File: src/rtl/sfa_pkg.sv
package sfa_pkg;

    // Width of one SONET/SDH byte on the parallel side.
    localparam int SFA_BYTE_W = 8;
    localparam int SFA_PH_W   = $clog2(SFA_BYTE_W);

    typedef logic [SFA_BYTE_W-1:0] sfa_byte_t;
    typedef logic [SFA_PH_W-1:0]   sfa_phase_t;

    // What the current accepted bit does to the byte assembly.
    typedef enum logic [1:0] {
        SFA_EV_NONE  = 2'd0,
        SFA_EV_BYTE  = 2'd1,
        SFA_EV_FRAME = 2'd2
    } sfa_event_e;

    // Registered output bundle of the aligner.
    typedef struct packed {
        logic      vld;
        logic      frame;
        sfa_byte_t data;
    } sfa_out_t;

    // Last phase value of a byte.
    function automatic sfa_phase_t sfa_last_phase();
        return sfa_phase_t'(SFA_BYTE_W - 1);
    endfunction

    // Marker byte expected at position k, where k = 0 is the most recent byte.
    function automatic sfa_byte_t sfa_marker_byte(
        input int        k,
        input int        n_second,
        input sfa_byte_t first_val,
        input sfa_byte_t second_val
    );
        return (k < n_second) ? second_val : first_val;
    endfunction

endpackage

File: src/rtl/sfa_bit_window.sv
module sfa_bit_window
    import sfa_pkg::*;
#(
    parameter int DEPTH = 48
) (
    input  logic             clk_i,
    input  logic             rst_i,
    input  logic             bit_i,
    input  logic             bit_en_i,
    output logic [DEPTH-1:0] win_next_o
);

    logic [DEPTH-1:0] win_q;

    // The window as it will be after this edge. The newest bit is at the LSB.
    assign win_next_o = {win_q[DEPTH-2:0], bit_i};

    always_ff @(posedge clk_i) begin
        if (rst_i) begin
            win_q <= '0;
        end else if (bit_en_i) begin
            win_q <= win_next_o;
        end
    end

endmodule

File: src/rtl/sfa_marker_match.sv
module sfa_marker_match
    import sfa_pkg::*;
#(
    parameter int        N_FIRST    = 3,
    parameter int        N_SECOND   = 3,
    parameter sfa_byte_t FIRST_VAL  = 8'hF6,
    parameter sfa_byte_t SECOND_VAL = 8'h28,
    localparam int       N_BYTES    = N_FIRST + N_SECOND,
    localparam int       WIN_W      = N_BYTES * SFA_BYTE_W
) (
    input  logic [WIN_W-1:0] win_i,
    output logic             hit_o
);

    logic [N_BYTES-1:0] byte_ok;

    // One comparator per marker byte. The second-kind bytes are the newest.
    for (genvar k = 0; k < N_BYTES; k++) begin : g_cmp
        localparam sfa_byte_t EXP_BYTE =
            sfa_marker_byte(k, N_SECOND, FIRST_VAL, SECOND_VAL);
        assign byte_ok[k] = (win_i[k*SFA_BYTE_W +: SFA_BYTE_W] == EXP_BYTE);
    end

    assign hit_o = &byte_ok;

endmodule

File: src/rtl/sfa_byte_phase.sv
module sfa_byte_phase
    import sfa_pkg::*;
(
    input  logic      clk_i,
    input  logic      rst_i,
    input  logic      bit_en_i,
    input  logic      oof_i,
    input  logic      hit_i,
    input  sfa_byte_t cur_byte_i,
    output sfa_out_t  out_o
);

    sfa_phase_t ph_q;
    sfa_event_e ev;
    sfa_out_t   out_q;

    always_comb begin
        ev = SFA_EV_NONE;
        if (bit_en_i) begin
            if (oof_i && hit_i) begin
                ev = SFA_EV_FRAME;
            end else if (ph_q == sfa_last_phase()) begin
                ev = SFA_EV_BYTE;
            end
        end
    end

    always_ff @(posedge clk_i) begin
        if (rst_i) begin
            ph_q  <= '0;
            out_q <= '0;
        end else begin
            out_q.vld <= 1'b0;
            unique case (ev)
                SFA_EV_FRAME: begin
                    ph_q        <= '0;
                    out_q.vld   <= 1'b1;
                    out_q.frame <= 1'b1;
                    out_q.data  <= cur_byte_i;
                end
                SFA_EV_BYTE: begin
                    ph_q        <= '0;
                    out_q.vld   <= 1'b1;
                    out_q.frame <= 1'b0;
                    out_q.data  <= cur_byte_i;
                end
                default: begin
                    if (bit_en_i) begin
                        ph_q <= ph_q + sfa_phase_t'(1);
                    end
                end
            endcase
        end
    end

    assign out_o = out_q;

endmodule

File: src/rtl/sfa_framer.sv
module sfa_framer
    import sfa_pkg::*;
#(
    parameter int        N_A1   = 3,
    parameter int        N_A2   = 3,
    parameter sfa_byte_t A1     = 8'hF6,
    parameter sfa_byte_t A2     = 8'h28,
    localparam int       WIN_W  = (N_A1 + N_A2) * SFA_BYTE_W
) (
    input  logic                  clk_i,
    input  logic                  rst_i,
    input  logic                  bit_i,
    input  logic                  bit_en_i,
    input  logic                  oof_i,
    output logic [SFA_BYTE_W-1:0] byte_o,
    output logic                  byte_vld_o,
    output logic                  frame_o
);

    logic [WIN_W-1:0] win_next;
    logic             hit;
    sfa_out_t         out;

    sfa_bit_window #(
        .DEPTH (WIN_W)
    ) u_window (
        .clk_i      (clk_i),
        .rst_i      (rst_i),
        .bit_i      (bit_i),
        .bit_en_i   (bit_en_i),
        .win_next_o (win_next)
    );

    sfa_marker_match #(
        .N_FIRST    (N_A1),
        .N_SECOND   (N_A2),
        .FIRST_VAL  (A1),
        .SECOND_VAL (A2)
    ) u_match (
        .win_i (win_next),
        .hit_o (hit)
    );

    sfa_byte_phase u_phase (
        .clk_i      (clk_i),
        .rst_i      (rst_i),
        .bit_en_i   (bit_en_i),
        .oof_i      (oof_i),
        .hit_i      (hit),
        .cur_byte_i (win_next[SFA_BYTE_W-1:0]),
        .out_o      (out)
    );

    assign byte_o     = out.data;
    assign byte_vld_o = out.vld;
    assign frame_o    = out.frame;

endmodule

File: config.mk
export PLATFORM = sky130hd
export DESIGN_NAME = sfa_framer
export DESIGN_NICKNAME = d
export VERILOG_FILES = /design/src/rtl/sfa_pkg.sv /design/src/rtl/sfa_bit_window.sv /design/src/rtl/sfa_marker_match.sv /design/src/rtl/sfa_byte_phase.sv /design/src/rtl/sfa_framer.sv
export SDC_FILE = /design/constraint.sdc
export NUM_CORES = 1
export LEC_CHECK = 0
export BUFFER_PORTS_ARGS = -buffer_cell sky130_fd_sc_hd__buf_2
export CORE_ASPECT_RATIO = 1.75
export CORE_UTILIZATION = 60
export CTS_BUF_LIST = sky130_fd_sc_hd__clkbuf_8
export DETAILED_ROUTE_END_ITERATION = 6
export PLACE_DENSITY = 0.83
export RECOVER_POWER = 25
export SKIP_LAST_GASP = 1
export SLEW_MARGIN = 20
export SYNTH_ARGS = -nofsm -noshare
export SYNTH_HDL_FRONTEND = slang
export SYNTH_SLANG_ARGS = --single-unit
File: constraint.sdc
create_clock -name clk_i -period 3.68 [get_ports clk_i]
set_clock_uncertainty 0.05 [all_clocks]
set_input_delay 0.368 -clock clk_i [delete_from_list [all_inputs] [get_ports clk_i]]
set_output_delay 0.368 -clock clk_i [all_outputs]
set_load 0.005 [all_outputs]
==> metrics.txt <==
Worst setup EP type register; pwr/cell area 474 mW/mm2; slowest stage cell, crit path nor2_1; startpoint types register; crit-path max FO 8; violated checks capacitance limit, slew limit; Worst Path Buf+Inv 0; Power Total 1240 uW; vias per inst 5.57; vias in the first global route 1587; Net Count, Synth 240; die height between 80 and 90 um; asr flop ratio synth 0%; Total Routing Usage GR 21.8%; final setup fails 0; Avg Cell Area, Syn 10.3 um2; antenna cell count 0; Post-CTS Hold Fix Bufs 0; status finished, violations left; GP Congestion 0.731; footprint of the multi-input gates 0.00110 mm2; final non-filler cell area approximately 0.0026 mm2; Die X-Extent 49.4 um; final setup margin about 1200 ps; Die Footprint 0.00420 mm2; nets@finish 251; synth cell count leaders dfxtp_1, nor2_1, mux2i_1; Main synth FF type dfxtp_1; Vias 1621; dpl cell area between 0.002 and 0.0025 mm2; flops & latches, synth 60; first-pass GRT wire length 6.84 mm; layout cells sized above 1 13.1%; fill cell count about 290; I/O pin total 15; CTS Buf Count 9; post-synth design cell area 0.00236 mm2; slew margin rel. -4.02%; Fin Setup TNS 0 ps; I/O Buffers 14; DRT antenna net count 0; TritonCTS clock tree built; Critical Path AT 2650 ps; Fmax 396 MHz; Synth area leaders dfxtp_1, mux2i_1, nor2_1; Post-synth EDFFs 0; post-CTS setup buffers 0; residual DRC count 0; drt first pass iters 4; sequential share of the synthesized area 50.8%; minimum clock period 2530 ps; Req. time, crit path between 3000 and 4000 ps; Hold WC Path Type in2reg; worst skew pair latency 330 ps; CTS Buffer Depth 2; pre-CTS setup slack 1120 ps; r2r setup slk 1150 ps; Core Area approximately 0.0037 mm2; YS warnings 0; H-tree depth 3; fin crit share 68.6%; post-CTS sizing 0; Max-Cap Viols 1; largest net degree at the start of global routing 61; grt total ovfl 0; initial drt markers 54; Tightest Pin Transition 1560 ps; Leak 0.00114 uW; top cell family by delay on the critical path simple AND/OR/NAND/NOR gates; RSZ-0062 raised after global routing false; Slew Viols, Final 51; Worst path max stage delay a little under 500 ps; Post-Synthesis Cells 230; Wirelength per Cell 13.6 um; clock root buffer clkbuf_8; Setup CP Type reg2reg; CP most frequent cell nor2_1; Worst-path clk slew 60 ps; cell accounting for the most synthesized area dfxtp_1; Synth-to-Final Area Change 10.6%; Max VDD drop 0.512 mV; flip-flop and latch area 0.00120 mm2; WHS 261 ps; total wire length around 4.0 mm; top-area cell type share of the netlist area 50.8%; CTS Sinks 60; CP cell instances nor4b_2 > nand4_1 > nor4_2 > nor2_1 > ha_1 > nor2_1 > nor3b_1 > a21oi_1 > nor2_1; post-synth cell types 23; top-count cell post-synth dfxtp_1; initial antenna violation count 0; FP Rows 29; Final HPWL DP 2.45 mm; Final Hold Viols 0; Starting Density 63.9%
==> state kept, by name, summed over array words and instances, names as in the netlist <==
register        count
u_window.win_q     47
u_phase.out_o      10
u_phase.ph_q        3
==> per-stage QoR <==
| step | utilization (%) | cells |
|---|---|---|
| 6_report | 70.7 | 291 |
| 5_1_grt | 70.7 | 291 |
| 4_1_cts | 70.8 | 291 |
| 3_5_place_dp | 65.8 | 276 |
| 3_3_place_gp | 65.8 | 276 |
| 2_1_floorplan | - | 230 |
==> per-layer routing <==
layer | global-route usage [%] | part of all wire, %
met4 | 14.8 | 3.3
met5 | 0 | 0
met3 | 5.38 | 3.0
met1 | 24.4 | 43
met2 | 35.7 | 50
==> power by group <==
part / total, uW / internal, uW / switching, uW / leakage (uW)
Sequential: 656 / 653 / 2.71 / 0.000484
Clock: 537 / 310 / 227 / 0.000103
Combinational: 46.7 / 20.2 / 26.6 / 0.000549
Total: 1240 / 984 / 256 / 0.00114
==> path summary, 6_finish.rpt <==
kind	to	startpoint	cells past startpoint
setup / recovery	u_phase.out_o[1]$_SDFFE_PP0P_	u_window.win_q[14]$_SDFFE_PP0P_	9
hold / removal	u_window.win_q[0]$_SDFFE_PP0P_	bit_i	3
setup reg to reg	u_phase.out_o[1]$_SDFFE_PP0P_	u_window.win_q[14]$_SDFFE_PP0P_	9
hold reg to reg	u_phase.out_o[5]$_SDFFE_PP0P_	u_phase.out_o[5]$_SDFFE_PP0P_	2
==> cells in the final DEF, fill, tap and decap left out, types with 3 or more instances in the layout <==
cell type and n:
dfxtp_1 60, nor2_1 59, mux2i_1 50, clkbuf_8 13, buf_2 11, nor3b_1 8
a21oi_1 8, ha_1 5, and4bb_2 3, nor4_1 3, clkbuf_1 3
==> logic make-up (layout without fill, tap and decap cells) <==
| family | Yosys count | after routing | synth area share (%) |
|---|---|---|---|
| AOI/OAI and AO/OA | 8 | 8 | 1.69 |
| xor gates and xnor gates | 1 | 1 | 0.371 |
| adders and majority gates | 5 | 5 | 2.65 |
| buffers and inverters | 15 | 30 | 2.75 |
| DFF | 60 | 60 | 50.8 |
| muxes | 50 | 50 | 21.2 |
| and+or+nand+nor | 91 | 91 | 20.5 |
==> layout make-up <==
type	instances	area share [%]
clock inverters	2	0.335
multi-input cells	155	42.0
repair buffers	15	2.73
flip-flops and latches	60	45.9
clock buffers	13	6.84
well taps	46	2.20
==> tightest hold or removal path, cell delays in order <==
cell and delay (ps):
buf_2 100, mux2i_1 60, nor2_1 70
(Power assumes the default switching activity.)
